File: src/rtl/ddr_pwrup_seq.sv
module ddr_pwrup_seq #(
  parameter int CLK_KHZ     = 250000,
  parameter int DDR2_PWR_US = 200,
  parameter int DDR3_PWR_US = 500,
  parameter int DDR3_DLL_US = 50,
  parameter int ADDR_W      = 32
) (
  input  logic              clk,
  input  logic              rst_n,
  input  logic              start,
  input  logic              ddr3_sel,
  input  logic [1:0]        cfg_col,
  input  logic [1:0]        cfg_row,
  input  logic              cfg_interleave,
  input  logic              cfg_bus16,
  input  logic              cfg_legacy,
  input  logic              cmd_ready,
  output logic              cmd_valid,
  output logic [2:0]        cmd_op,
  output logic [ADDR_W-1:0] cmd_addr,
  output logic              dll_reset,
  output logic              ocd_default,
  output logic              busy,
  output logic              done,
  output logic              rate_load
);

  localparam int W_PWR2 = (DDR2_PWR_US * CLK_KHZ + 999) / 1000;
  localparam int W_PWR3 = (DDR3_PWR_US * CLK_KHZ + 999) / 1000;
  localparam int W_DLL  = (DDR3_DLL_US * CLK_KHZ + 999) / 1000;
  localparam int W_BIG  = (W_PWR2 > W_PWR3) ? W_PWR2 : W_PWR3;
  localparam int W_MAX  = (W_BIG > W_DLL) ? W_BIG : W_DLL;
  localparam int CNT_W  = $clog2(W_MAX + 1) + 1;

  localparam logic [2:0] OP_NOP  = 3'd0;
  localparam logic [2:0] OP_PALL = 3'd1;
  localparam logic [2:0] OP_MRS  = 3'd2;
  localparam logic [2:0] OP_EMRS = 3'd3;
  localparam logic [2:0] OP_REF  = 3'd4;
  localparam logic [2:0] OP_ZQ   = 3'd5;
  localparam logic [2:0] OP_NORM = 3'd6;
  localparam logic [2:0] OP_WR   = 3'd7;

  typedef enum logic [1:0] {K_CMD, K_WAIT, K_FLAG, K_END} kind_t;
  typedef struct packed {
    kind_t      kind;
    logic [2:0] op;
    logic [1:0] arg;
  } step_t;

  function automatic step_t step_at(input logic d3, input logic [4:0] i);
    step_t s;
    s = '{K_END, OP_NOP, 2'd0};
    if (!d3) begin
      case (i)
        5'd0, 5'd2:          s = '{K_CMD,  OP_NOP,  2'd0};
        5'd1:                s = '{K_WAIT, OP_NOP,  2'd0};
        5'd3, 5'd9:          s = '{K_CMD,  OP_PALL, 2'd0};
        5'd4:                s = '{K_CMD,  OP_EMRS, 2'd2};
        5'd5:                s = '{K_CMD,  OP_EMRS, 2'd3};
        5'd6, 5'd15, 5'd17:  s = '{K_CMD,  OP_EMRS, 2'd1};
        5'd7:                s = '{K_FLAG, 3'd1,    2'd0};
        5'd12:               s = '{K_FLAG, 3'd0,    2'd0};
        5'd14:               s = '{K_FLAG, 3'd1,    2'd1};
        5'd16:               s = '{K_FLAG, 3'd0,    2'd1};
        5'd8, 5'd13:         s = '{K_CMD,  OP_MRS,  2'd0};
        5'd10, 5'd11:        s = '{K_CMD,  OP_REF,  2'd0};
        5'd18:               s = '{K_CMD,  OP_NORM, 2'd0};
        5'd19:               s = '{K_CMD,  OP_WR,   2'd0};
        default:             s = '{K_END,  OP_NOP,  2'd0};
      endcase
    end else begin
      case (i)
        5'd0, 5'd2:  s = '{K_CMD,  OP_NOP,  2'd0};
        5'd1:        s = '{K_WAIT, OP_NOP,  2'd0};
        5'd3:        s = '{K_CMD,  OP_EMRS, 2'd2};
        5'd4:        s = '{K_CMD,  OP_EMRS, 2'd3};
        5'd5:        s = '{K_CMD,  OP_EMRS, 2'd1};
        5'd6:        s = '{K_CMD,  OP_MRS,  2'd0};
        5'd7:        s = '{K_WAIT, OP_NOP,  2'd1};
        5'd8:        s = '{K_CMD,  OP_ZQ,   2'd0};
        5'd9:        s = '{K_CMD,  OP_NORM, 2'd0};
        5'd10:       s = '{K_CMD,  OP_WR,   2'd0};
        default:     s = '{K_END,  OP_NOP,  2'd0};
      endcase
    end
    return s;
  endfunction

  logic             busy_q, done_q, d3_q, dll_q, ocd_q, rl_q;
  logic [4:0]       idx_q, off_q;
  logic [CNT_W-1:0] cnt_q;

  step_t            cur;
  logic             nxt_wait, advance;
  logic [CNT_W-1:0] nxt_len;
  logic [4:0]       off_calc;

  assign cur      = step_at(d3_q, idx_q);
  assign nxt_wait = step_at(d3_q, idx_q + 5'd1).kind == K_WAIT;
  assign nxt_len  = (idx_q == 5'd0) ? (d3_q ? CNT_W'(W_PWR3) : CNT_W'(W_PWR2))
                                    : CNT_W'(W_DLL);

  assign off_calc = 5'(cfg_col) + 5'd9
                  + ((cfg_legacy || !cfg_interleave) ? 5'(cfg_row) + 5'd11 : 5'd0)
                  + (cfg_bus16 ? 5'd2 : 5'd1);

  assign cmd_valid   = busy_q && cur.kind == K_CMD;
  assign cmd_op      = cmd_valid ? cur.op : OP_NOP;
  assign cmd_addr    = (cmd_valid && cur.op == OP_EMRS) ? (ADDR_W'(cur.arg) << off_q) : '0;
  assign dll_reset   = dll_q;
  assign ocd_default = ocd_q;
  assign busy        = busy_q;
  assign done        = done_q;
  assign rate_load   = rl_q;

  assign advance = busy_q && ((cur.kind == K_CMD && cmd_ready) ||
                              (cur.kind == K_WAIT && cnt_q == '0) ||
                              (cur.kind == K_FLAG));

  always_ff @(posedge clk or negedge rst_n) begin
    if (!rst_n) begin
      busy_q <= 1'b0;
      done_q <= 1'b0;
      d3_q   <= 1'b0;
      dll_q  <= 1'b0;
      ocd_q  <= 1'b0;
      rl_q   <= 1'b0;
      idx_q  <= '0;
      off_q  <= '0;
      cnt_q  <= '0;
    end else begin
      rl_q <= 1'b0;
      if (!busy_q && start) begin
        busy_q <= 1'b1;
        done_q <= 1'b0;
        d3_q   <= ddr3_sel;
        dll_q  <= 1'b0;
        ocd_q  <= 1'b0;
        idx_q  <= '0;
        cnt_q  <= '0;
        off_q  <= off_calc;
      end else if (busy_q) begin
        if (cur.kind == K_END) begin
          busy_q <= 1'b0;
          done_q <= 1'b1;
          rl_q   <= 1'b1;
        end else begin
          if (cur.kind == K_WAIT && cnt_q != '0) cnt_q <= cnt_q - 1'b1;
          if (cur.kind == K_FLAG) begin
            if (cur.arg[0]) ocd_q <= cur.op[0];
            else            dll_q <= cur.op[0];
          end
          if (advance) begin
            idx_q <= idx_q + 5'd1;
            if (nxt_wait) cnt_q <= nxt_len;
          end
        end
      end
    end
  end


  wait_quiet_chk: assert property (@(posedge clk) disable iff (!rst_n)
    (busy_q && cur.kind == K_WAIT && cnt_q > CNT_W'(1)) |=> !cmd_valid);


  hold_cmd_chk: assert property (@(posedge clk) disable iff (!rst_n)
    (cmd_valid && !cmd_ready) |=> (cmd_valid && $stable(cmd_op) && $stable(cmd_addr)));


  rate_pulse_chk: assert property (@(posedge clk) disable iff (!rst_n)
    rate_load |-> (done && !busy && !cmd_valid));


  rate_single_chk: assert property (@(posedge clk) disable iff (!rst_n)
    rate_load |=> !rate_load);


  done_idle_chk: assert property (@(posedge clk) disable iff (!rst_n)
    (done && !start) |=> (done && !cmd_valid));


  start_ignored_chk: assert property (@(posedge clk) disable iff (!rst_n)
    (start && busy_q && cur.kind != K_END) |=> (busy_q && $stable(d3_q) && $stable(off_q)));


  ddr3_flags_chk: assert property (@(posedge clk) disable iff (!rst_n)
    (busy_q && d3_q) |-> (!dll_q && !ocd_q));

endmodule

File: config.mk
export PLATFORM = sky130hd
export DESIGN_NAME = ddr_pwrup_seq
export DESIGN_NICKNAME = d
export VERILOG_FILES = /design/src/rtl/ddr_pwrup_seq.sv
export SDC_FILE = /design/constraint.sdc
export NUM_CORES = 1
export LEC_CHECK = 0
export ABC_AREA = 1
export BUFFER_PORTS_ARGS = -buffer_cell sky130_fd_sc_hd__buf_2
export CAP_MARGIN = 25
export CORE_ASPECT_RATIO = 0.75
export CORE_MARGIN = 2
export CORE_UTILIZATION = 60
export DETAILED_ROUTE_END_ITERATION = 16
export PLACE_DENSITY = 0.94
export SYNTH_ARGS = -nofsm -noshare
export SYNTH_HDL_FRONTEND = slang
export SYNTH_SLANG_ARGS = --single-unit
File: constraint.sdc
create_clock -name clk -period 6.3 [get_ports clk]
set_input_delay 0.63 -clock clk [delete_from_list [all_inputs] [get_ports clk]]
set_output_delay 0.63 -clock clk [all_outputs]
set_load 0.02 [all_outputs]
# Word level (Yosys, flattened, before mapping)

Memories as Yosys holds them, arrays and structs flattened.
Cells that the tools add are included.

Bits in registers: 34
ROM bits: 672
Bits of input ports: 12
Output and inout port bits: 41
Logic and storage cells: 92
Memories: 4

Memory list:

| name            | words | width | rd ports | clocked after Yosys merged registers in | wr ports | line | text |
|---|---|---|---|---|---|---|---|
| (no name shown) | 32    | 7     | 1        | 0                                       | 0        | 55   | `case (i)` |
| (no name shown) | 32    | 7     | 1        | 0                                       | 0        | 55   |  |
| (no name shown) | 16    | 7     | 1        | 0                                       | 0        | 73   | `case (i)` |
| (no name shown) | 16    | 7     | 1        | 0                                       | 0        | 73   |  |

Add/sub/neg operators: 6
Equal/unequal tests: 7
Shift operators: 1
Mux-type cells: 39
Reduce and logical (&&, ||, !) cells: 26

Operator list:

| cell                  | number |
|---|---|
| $mux 18               | 6 |
| $mux 17               | 2 |
| $mux 32               | 1 |
| $shl 2x5->32          | 1 |
| $mux 7                | 4 |
| $mux 5                | 5 |
| $mux 1                | 19 |
| $logic_not 18->1      | 1 |
| $reduce_bool 18->1    | 1 |
| $sub 18x1->18 const B | 1 |
| $add 2x4->5 const B   | 2 |
| $reduce_bool 2->1     | 5 |
| $reduce_and 4->1      | 2 |
| $logic_and 1x1->1     | 7 |
| $add 5x1->5 const B   | 1 |
| $add 5x2->5           | 1 |
| $add 5x5->5           | 1 |
| $logic_not 5->1       | 1 |
| $eq 2x1->1 const B    | 2 |
| $eq 2x2->1 const B    | 2 |
| $reduce_and 2->1      | 2 |
| $eq 3x2->1 const B    | 1 |
| $logic_or 1x1->1      | 3 |
| $mux 3                | 1 |
| 6 further kinds       | 7 |

# Logic depth before layout (Yosys ltp)

Gate-level depths: netlist of the first run.
An unclocked memory read counts as a cell.

Depth after elaboration: 12
Depth in mapped cells: 17
Gate-level depth less buffers: 16

# Worst setup path after synthesis of the first run

No wires, ideal clock.

Path type: flip-flop to output port
Start point: register idx_q[2]
End point: output cmd_addr[10]
Arrival time: 2.442 ns
Required time: 5.670 ns
Setup slack: 3.228 ns
Stages on the path, launching flop included: 17
Path buffers: 3
Path through: dfrtp_1 > buf_4 > inv_2 > buf_2 > ha_1 > nor2_4 > nor2_4 > nand2_2 > nand2_4 > nand2_1 > inv_2 > nand2_4 > nor3_4 > and2_4 > nand2_4 > buf_6 > nor2_1

Longest elaborated chain between the ends: 7
Elaborated cells on any way between the ends: 10
Those cells by class: eq/ne: 1; shift: 1; mux: 3; reduce/logical: 3; memory: 2

Ends and longest elaborated chain:

| item                     | line | text |
|---|---|---|
| start: declaration       | 91   | `logic [4:0] idx_q, off_q;` |
| start signal: assignment | 155  | `idx_q <= idx_q + 5'd1;` |
| $mem_v2 16x7             | --   |  |
| $mux 7                   | 73   |  |
| $mux 7 (*)               | 54   | `if (!d3) begin` |
| $logic_not 2->1          | 108  | `assign cmd_valid = busy_q && cur.kind == K_CMD;` |
| $logic_and 1x1->1        | 108  |  |
| $logic_and 1x1->1        | 110  | `assign cmd_addr = (cmd_valid && cur.op == OP_EMRS) ? (ADDR_W'(cur.arg) << off_q) : '0;` |
| $mux 32 (*)              | 110  |  |
| end: declaration         | 20   | `output logic [ADDR_W-1:0] cmd_addr,` |

Every way passes the cells marked *; elsewhere a longest branch is shown, timed or not.

# Final worst setup path of the first run

Start point: register idx_q[1]
End point: output cmd_addr[0]

Same word-level chain as after synthesis.

==> reports/results.ini, run 1 <==
[status]
outcome=complete, no violations

[clocking]
postCtsSetupBuffers=0
clock_path_buffers=2
ctsHoldBuffers=0
clk_latency_ns=0.29
htree_levels=2
ctsResizeCount=0
path_clk_slew_ns=0.07
cts-root-buf=clkbuf_8
cts_tree=built
clkSinkCount=34
cts_made_buffers=5

[logic_synthesis]
synth-compound-area-share_pct=8.773
syn-cell-area_um2=3294
yosysWarnings=0
synth_top_family_by_area=simple AND/OR/NAND/NOR gates
synth_fa_ha_area_share_pct=7.292
yosysUniqueCellTypes=45
synthXorXnorAreaFrac_pct=3.722
netlist_instances=491
async_reset_ff_share_pct=100.0
seq_area_frac_synth_pct=25.83
ys_ff_latch=34
synth_nets=521
synthFlopType=dfrtp_1
syn_area_per_cell_um2=6.710
synth.area.mux_share_pct=0
synth_edf_count=0
synth-simple-area-share_pct=44.13

[power]
p_comb_share_pct=66.6
power_frac_seq_pct=22.9
vdd_drop_max_mv=0.2056
p_leak_nw=1.904
power.net_switching_mw=1.161
pwr-share-clk_pct=10.5
p_int_mw=0.8635
p_per_area_nw_per_um2=557.3
total_power_mw=2.024
swShare_pct=57.35

[global_route]
grt_max_degree=35
antenna_found_initial=0
overflow=0
grt_pass1_wl_mm=14.32
grt_pass1_vias=3092
grt_use_total_pct=30.36

[critical_path]
critical_path.cell_chain=ha_1, inv_1, ha_1, nor2_4, nor2_4, nand2_2, nand2_4, nand2_1, inv_2, nand2_4, nor3_4, and2_4, nand2_4, nor2_1, buf_2
critPathKind=flip-flop to primary output
max_stage_delay_ns=0.46
worst-path-max-fanout=16
arrival_ns=2.70
slowest_stage=dfrtp_1
worstSetupStartpointType=flip-flop
cp-end-kind=primary output
critical_path_required_ns=5.67
critical_path.most_common_cell=nand2_4

[sta]
rsz0062_at_grt=no
drv_slew=0
setup_slack_ns=2.968
fin_setup_tns_ns=0
timing.final.crit_share_pct=52.89
final_hold_viol_count=0
max_freq_mhz=300.1
slew_headroom_pct=48.66
worstMarginPinSlew_ns=0.7701
clock-skew-final_ns=0.003013
finalSetupViolations=0
period_minus_slack_ns=3.332

[drt]
routed_wl_mm=8.621
drtPass1Iterations=6
vias_per_cell=5.668
via_count=3452
ant_nets=0
drtIter0Drc=437
wl_per_cell_um=14.16
drc=0

[place]
pre_cts_ws_ns=3.357
dpl_cell_area_um2=3520
dp.cells=602
gp_congestion=1.068
place_hpwl_mm=6.401
numPortBuffers=52

[floorplanning]
initial_core_util_pct=61.88
die_w_um=89.56
die_area_um2=6105
num_rows=23
core_um2=5324
die_h_um=68.17
boundaryPins=53

[min_path]
hp-class=primary input to asynchronous set/reset pin

[cells_and_area]
syn2layout_area_growth_pct=10.25
fin_cells=609
antenna_cells=0
fin_area_um2=3632
fin_nets=564
drive_above_1_share_pct=18.91

[job]
drv_cap=0

==> through the flow <==
| step | hold slack [ns] | util [%] |
|---|---|---|
| CTS | 0.4476 | 68.23 |
| global placement | 0.4720 | 66.11 |
| floorplan | 0.3344 | - |
| finish | 0.3953 | 68.23 |
| detailed placement | 0.4842 | 66.11 |
| global route | 0.4710 | 68.23 |
==> routing by layer <==
layer / part of all wire [%] / vias to the layer above / GRT usage [%]
met3: 9.6 / 27 / 6.393
met1: 43 / 1566 / 41.07
met2: 45 / 207 / 48.16
met4: 2.5 / 0 / 10.63
met5: 0 / - / 0
li1: - / 1652 / -
==> cell families (layout without fill, tap and decap cells) <==
logic type / Yosys count / count (layout)
AND/OR/NAND/NOR: 310 / 310
buffers and inverters: 67 / 110
XOR/XNOR: 14 / 14
adder cells (fa/ha/maj): 18 / 18
flip-flops: 34 / 34
AO/OA/AOI/OAI: 48 / 48
==> cells in the final DEF, fill, tap and decap left out, drive strengths merged <==
cell type and instances:
fa 2, xnor2 2, nand4 12, clkinv 2, a211oi 1, a32o 1, clkbuf 6, inv 49
and2 1, o22ai 2, nand3b 2, xor2 12, o211ai 1, bufinv 1, ha 16, a32oi 1
a31oi 1, buf 52, nor3 8, a21oi 4, o21bai 1, nand2 157, o21a 1, o21ai 35
dfrtp 34, nand3 41, nor2 89
==> area by class of cell <==
type,count,area (µm²)
inverters,51,209.0
repair buffers,52,260.3
flip-flops and latches,34,850.8
fillers,447,1692
clock buffers,6,82.58
well taps,75,93.84
multi-input cells,390,2106
clock inverters,1,30.03
==> worst max-delay path: cells and delay by family, from the launching register on <==
kind	cells	cell delay (ns)
buf+inv	3	0.39
fa+ha+maj	2	0.47
flops	1	0.46
simple gates	10	1.08
==> path summary, 6_finish.rpt <==
path,start,to,slack (ns),depth (start not counted)
setup / recovery,idx_q[1],cmd_addr[0],2.97,15
min in group clk,done,done,0.50,1
max in group asynchronous,rst_n,cnt_q[0],5.40,1
setup reg to reg,idx_q[1],cnt_q[2],3.47,14
hold reg to reg,done,done,0.50,1
hold / removal,rst_n,idx_q[3],0.40,1
==> cells in the mapped netlist, types with 2 or more instances <==
cell / instances / area share (%)
nand3_1: 38 / 5.8
nand2_1: 141 / 16
nand2_2: 8 / 1.5
o21ai_0: 31 / 4.7
inv_2: 4 / 0.46
clkinv_4: 2 / 0.53
o22ai_1: 2 / 0.38
nand3_2: 2 / 0.61
fa_1: 2 / 1.2
nand2_4: 7 / 2.4
inv_1: 44 / 5.0
nand3b_1: 2 / 0.46
ha_1: 16 / 6.1
dfrtp_1: 34 / 26
o21ai_1: 2 / 0.30
nor2_4: 4 / 1.4
xor2_1: 12 / 3.2
buf_4: 4 / 0.91
buf_6: 7 / 2.4
nor2_1: 79 / 9.0
clkbuf_1: 3 / 0.34
xnor2_1: 2 / 0.53
nor3_1: 6 / 0.91
nor2_2: 5 / 0.95
nand4_1: 12 / 2.3
a21oi_1: 3 / 0.46
==> state kept, by name, summed over array words and instances (netlist names) <==
| signal | count |
|---|---|
| d3_q | 1 |
| idx_q | 5 |
| done | 1 |
| off_q | 5 |
| ocd_default | 1 |
| rate_load | 1 |
| dll_reset | 1 |
| busy | 1 |
| cnt_q | 18 |
==> power groups by stage <==
stage | Clock [mW] | Sequential (mW) | Combinational [mW]
floorplan | 0 | 0.413 | 1.12
global placement | 0 | 0.455 | 1.25
detailed placement | 0 | 0.459 | 1.31
CTS | 0.210 | 0.458 | 1.32
global route | 0.223 | 0.477 | 1.51
finish | 0.213 | 0.464 | 1.35
(Power assumes the default switching activity.)
==> run 2: changes to the inputs <==
- ABC_AREA: 1 -> 0
- CORE_UTILIZATION: 60 -> 57
- PLACE_DENSITY: 0.94 -> 0.91
- clock period: 6.3 -> 3.4 ns (I/O delays scaled with it)
==> reports/results.ini, run 2 <==
[status]
outcome=complete, no violations

[power]
p_per_area_nw_per_um2=897.0  ; +61%
p_leak_nw=1.562  ; -18%
vdd_drop_max_mv=0.4104  ; +100%

[sta]
setup_slack_ns=0.1310  ; -2.837 ns
max_freq_mhz=305.9
slew_headroom_pct=47.55  ; -1.1 points
drv_slew=0  ; unchanged
period_minus_slack_ns=3.269
final_hold_viol_count=0  ; unchanged
finalSetupViolations=0  ; unchanged
clock-skew-final_ns=0.008852  ; +0.005840 ns
timing.final.crit_share_pct=96.15
worstMarginPinSlew_ns=0.7801  ; +0.009955 ns
fin_setup_tns_ns=0  ; unchanged

[logic_synthesis]
yosysTopAreaCell=dfrtp_1
synthTopCellsByCount=dfrtp_1, nor2_1, nand2_1
syn_area_per_cell_um2=8.200  ; +22%
synth_edf_count=0  ; unchanged
ys_ff_latch=34  ; unchanged
async_reset_ff_share_pct=100.0  ; unchanged
synthFlopType=dfrtp_1
synth_area_leaders=dfrtp_1, ha_1, nor2_1
yosysTopAreaCellShare_pct=28.04  ; +2.2 points
synth_nets=400  ; -23%
yosysWarnings=0  ; unchanged
netlist_instances=370  ; -25%
syn-cell-area_um2=3034  ; -7.9%
seq_area_frac_synth_pct=28.04  ; +2.2 points
yosysUniqueCellTypes=66  ; +47%

[cells_and_area]
antenna_cells=0  ; unchanged
fin_cells=493  ; -19%
post-route-util_pct=70.73  ; +2.5 points
reg_top3=cnt_q: 18 flops, idx_q: 5 flops, off_q: 5 flops
multi_input_area_um2=2068  ; -1.8%
layout_commonest_cell=buf_2
nFillCells=384  ; -14%
drive_above_1_share_pct=24.23  ; +5.3 points
fin_nets=450  ; -20%
layout_common_cells=buf_2, nor2_1, dfrtp_1
fin_area_um2=3543  ; -2.4%
largest_register=cnt_q
seq_area_um2=853.3  ; +0.29%
syn2layout_area_growth_pct=16.78
largest_reg_flops=18  ; unchanged

[clocking]
cts_made_buffers=5  ; unchanged
clkSinkCount=34  ; unchanged
cts_tree=built
ctsHoldBuffers=0  ; unchanged
clock_path_buffers=2  ; unchanged
path_clk_slew_ns=0.08  ; about the same
clk_latency_ns=0.30  ; about the same
htree_levels=2  ; unchanged
cts-root-buf=clkbuf_8

[global_route]
grt_use_total_pct=30.69  ; +0.34 points
grt_pass1_wl_mm=14.19  ; -0.96%
overflow=0  ; unchanged
grt_pass1_vias=2964  ; -4.1%
grt_max_degree=35  ; unchanged
antenna_found_initial=0  ; unchanged

[critical_path]
critical_path_required_ns=3.06  ; -2.61 ns
worstSetupStartpointType=flip-flop
r2r-end=cnt_q[14]
worst-path-max-fanout=21  ; +5
arrival_ns=2.93  ; +0.23 ns
cp-end-kind=primary output
reg2reg_setup_slack_ns=0.18  ; -3.29 ns
rr_worst_depth=8  ; -6
rr_startpoint=idx_q[1]
critPathKind=flip-flop to primary output

[place]
pre_cts_ws_ns=0.3078  ; -3.049 ns
place_hpwl_mm=6.293  ; -1.7%
dp.cells=480  ; -20%
numPortBuffers=52  ; unchanged
gp_congestion=0.9611  ; -10%
dpl_cell_area_um2=3366  ; -4.4%

[drt]
drtPass1Iterations=6  ; unchanged
routed_wl_mm=9.108  ; +5.6%
via_count=3374  ; -2.3%
drc=0  ; unchanged
wl_per_cell_um=18.47  ; +31%
ant_nets=0  ; unchanged
drtIter0Drc=563  ; +29%
vias_per_cell=6.844  ; +21%

[floorplanning]
initial_core_util_pct=60.56  ; -1.3 points
num_rows=22  ; -4.3%
core_um2=5010  ; -5.9%
boundaryPins=53  ; unchanged
die_w_um=88.25  ; -1.5%
die_h_um=67.19  ; -1.4%
die_area_um2=5929  ; -2.9%

[min_path]
hp-class=primary input to asynchronous set/reset pin

[job]
drv_cap=0  ; unchanged

run 2: cell count changes after synthesis, moves of 8 or more:
| cell | delta |
|---|---|
| a21oi_1 | +10 |
| clkbuf_1 | +9 |
| inv_1 | -26 |
| nand2_1 | -114 |
| nand2_2 | -8 |
| nand2b_1 | +13 |
| nand3_1 | -25 |
| nor2_1 | -45 |
| nor3_1 | +17 |
| nor4_1 | +19 |
| o21ai_0 | -21 |
| xor2_1 | -11 |
run 2: repair_timing:
item	4_1_cts	5_1_grt
setup endpoints to repair	1	34
buffers inserted	0	5
pin swaps	0	1
gates resized for setup	2	9
run 2: metrics by stage:
stage	hold WS, ns	total power [mW]
finish	0.1026	3.178
global route	0.1662	3.378
CTS	0.1313	2.967
detailed placement	0.4607	2.621
global placement	0.4549	2.547
floorplan	0.04441	2.156
run 2: final cells by class:
| class | instances | share of cell area (%) |
|---|---|---|
| multi-input cells | 294 | 58.37 |
| flip-flops and latches | 34 | 24.08 |
| repair buffers | 66 | 10.31 |
| well taps | 72 | 2.542 |
| clock buffers | 6 | 2.331 |
| inverters | 19 | 2.013 |
| clock inverters | 2 | 0.3531 |
run 2: layer usage:
layer  GRT usage, %  up-vias  share of wire [%]
met4          10.23        0                3.0
li1               -     1501                  -
met1          44.98     1539                 41
met2          44.36      287                 43
met3          7.457       47                 13
met5              0        -                  0
run 2: worst max path at each step:
stage	start	endpoint	depth (start not counted)
floorplan	idx_q[0]	cmd_addr[12]	9
global placement	idx_q[0]	cnt_q[11]	9
detailed placement	idx_q[0]	cnt_q[11]	9
CTS	idx_q[0]	cmd_addr[21]	10
global route	idx_q[0]	cmd_addr[21]	10
finish	idx_q[3]	cmd_addr[21]	8
run 2: logic make-up after synthesis:
group	synth area share, %
AOI/OAI and AO/OA	23.55
xor gates and xnor gates	1.732
adders and majority gates	7.918
buffers and inverters	5.525
DFF	28.04
muxes	1.650
and+or+nand+nor	31.59
run 2: critical path, cell delays in order, from the launching register on:
cell and delay (ns):
dfrtp_1 0.83, nor4b_1 0.22, nor3_2 0.33, o21ai_1 0.13
a21oi_2 0.26, nand4_1 0.12, buf_4 0.22, nor4_2 0.29
buf_2 0.22
run 2: power by group:
part	switching, mW	internal [mW]	leakage (nW)
clock	0.167	0.163	0.0472
combinational	1.32	0.745	1.08
sequential	0.228	0.557	0.435
==> run 3: changes to the inputs <==
- CORE_ASPECT_RATIO: 0.75 -> unset
- GPL_ROUTABILITY_DRIVEN: unset -> 0
==> reports/results.ini, run 3 (synthesis gave the netlist of run 2 again) <==
[critical_path]
critical_path_required_ns=3.06  ; about the same
critPathKind=flip-flop to primary output
worst-path-max-fanout=9  ; -57%
cp-end-kind=primary output
arrival_ns=2.92  ; about the same
worstSetupStartpointType=flip-flop
rr_worst_depth=8  ; unchanged
startpoint=idx_q[1]
rr_startpoint=idx_q[1]

[sta]
finalSetupViolations=0  ; unchanged
period_minus_slack_ns=3.263  ; -0.006080 ns
clock-skew-final_ns=0.01633  ; +0.007479 ns
setup_slack_ns=0.1371  ; +0.006080 ns
final_hold_viol_count=0  ; unchanged
max_freq_mhz=306.5  ; +0.19%
slew_headroom_pct=36.84  ; -11 points
timing.final.crit_share_pct=95.97  ; -0.18 points
worstMarginPinSlew_ns=0.9430  ; +0.1630 ns
drv_slew=0  ; unchanged

[global_route]
overflow=0  ; unchanged
grt_pass1_wl_mm=14.32  ; +0.97%
antenna_found_initial=0  ; unchanged
grt_max_degree=35  ; unchanged
grt_use_total_pct=29.24  ; -1.5 points
grt_pass1_vias=3006  ; +1.4%

[drt]
routed_wl_mm=8.813  ; -3.2%
drtPass1Iterations=5  ; -1
drtIter0Drc=370  ; -34%
drc=0  ; unchanged
wl_per_cell_um=17.95  ; -2.8%
vias_per_cell=6.768  ; -1.1%
via_count=3323  ; -1.5%
ant_nets=0  ; unchanged

[cells_and_area]
layout_commonest_cell=buf_2
fin_area_um2=3522  ; -0.60%
reg_top3=cnt_q: 18 flops, idx_q: 5 flops, off_q: 5 flops
largest_register=cnt_q
largest_reg_flops=18  ; unchanged
layout_common_cells=buf_2, nor2_1, dfrtp_1
post-route-util_pct=68.96  ; -1.8 points
drive_above_1_share_pct=23.52  ; -0.71 points
antenna_cells=0  ; unchanged
syn2layout_area_growth_pct=16.08
fin_cells=491  ; -0.41%
nFillCells=397  ; +3.4%
fin_nets=450  ; unchanged

[floorplanning]
core_um2=5107  ; +1.9%
initial_core_util_pct=59.41  ; -1.2 points
boundaryPins=53  ; unchanged
die_h_um=76.96  ; +15%
die_area_um2=5923  ; about the same
num_rows=26  ; +18%
die_w_um=76.96  ; -13%

[power]
p_leak_nw=1.559  ; -0.19%
vdd_drop_max_mv=0.5860  ; +43%
p_per_area_nw_per_um2=886.2  ; -1.2%

[clocking]
clock_path_buffers=2  ; unchanged
htree_levels=2  ; unchanged
clkSinkCount=34  ; unchanged
cts_tree=built
cts_made_buffers=5  ; unchanged
path_clk_slew_ns=0.08  ; about the same
cts-root-buf=clkbuf_8
clk_latency_ns=0.29  ; about the same
ctsHoldBuffers=0  ; unchanged

[place]
dp.cells=479  ; -0.21%
numPortBuffers=52  ; unchanged
dpl_cell_area_um2=3371  ; +0.15%
place_hpwl_mm=6.168  ; -2.0%
pre_cts_ws_ns=0.2685  ; -0.03930 ns

[min_path]
hp-class=primary input to asynchronous set/reset pin

[status]
outcome=complete, no violations

[job]
drv_cap=0  ; unchanged

-- run 3: cell type report --
class / instances / area [µm²] / area share, %
Sequential cell: 34 / 855.8 / 24.30
Multi-Input combinational cell: 294 / 2051 / 58.22
Clock inverter: 1 / 5.005 / 0.1421
Timing Repair Buffer: 66 / 365.4 / 10.37
Inverter: 19 / 71.32 / 2.025
Clock buffer: 7 / 86.33 / 2.451
Tap cell: 70 / 87.58 / 2.487
-- run 3: worst max-delay path: stages, from the launching register on --
cell	delay [ns]
dfrtp_2	0.47
inv_1	0.18
ha_1	0.29
and3b_1	0.17
o21ai_0	0.15
a21oi_1	0.14
or2_2	0.37
a2bb2oi_1	0.54
nor3_1	0.13
buf_2	0.19
-- run 3: what timing repair did --
action | in CTS | in global routing
setup endpoints to repair | 3 | 36
setup buffers | 1 | 3
endpoints found under the hold margin | 0 | 0
pin swaps | 1 | 0
cloned | 0 | 0
gates resized for setup | 0 | 9
-- run 3: per-layer routing --
layer / GRT usage (%) / vias up / part of all wire, %
li1: - / 1507 / -
met1: 39.21 / 1555 / 41
met2: 47.72 / 230 / 47
met3: 4.353 / 31 / 9.4
met4: 11.09 / 0 / 3.1
met5: 0 / - / 0
-- run 3: final timing paths --
kind | end | slack, ns
max | cmd_addr[10] | 0.14
min reg2reg | done | 0.51
max in group asynchronous | idx_q[0] | 2.77
min | cnt_q[2] | 0.11
max reg2reg | cnt_q[1] | 0.15
min in group clk | d3_q | 0.26
-- run 3: report_power, final --
| part | switching (mW) | total, mW | internal [mW] |
|---|---|---|---|
| registers | 0.232 | 0.790 | 0.558 |
| clock network | 0.144 | 0.307 | 0.163 |
| logic | 1.30 | 2.02 | 0.720 |
-- run 3: per-stage QoR --
step | TNS, ns | hold slack [ns] | power, mW
6_report | 0 | 0.1133 | 3.121
5_1_grt | -0.01816 | 0.1833 | 3.328
4_1_cts | 0 | 0.1327 | 2.970
3_5_place_dp | 0 | 0.4440 | 2.636
3_3_place_gp | 0 | 0.4329 | 2.560
2_1_floorplan | 0 | 0.04441 | 2.156
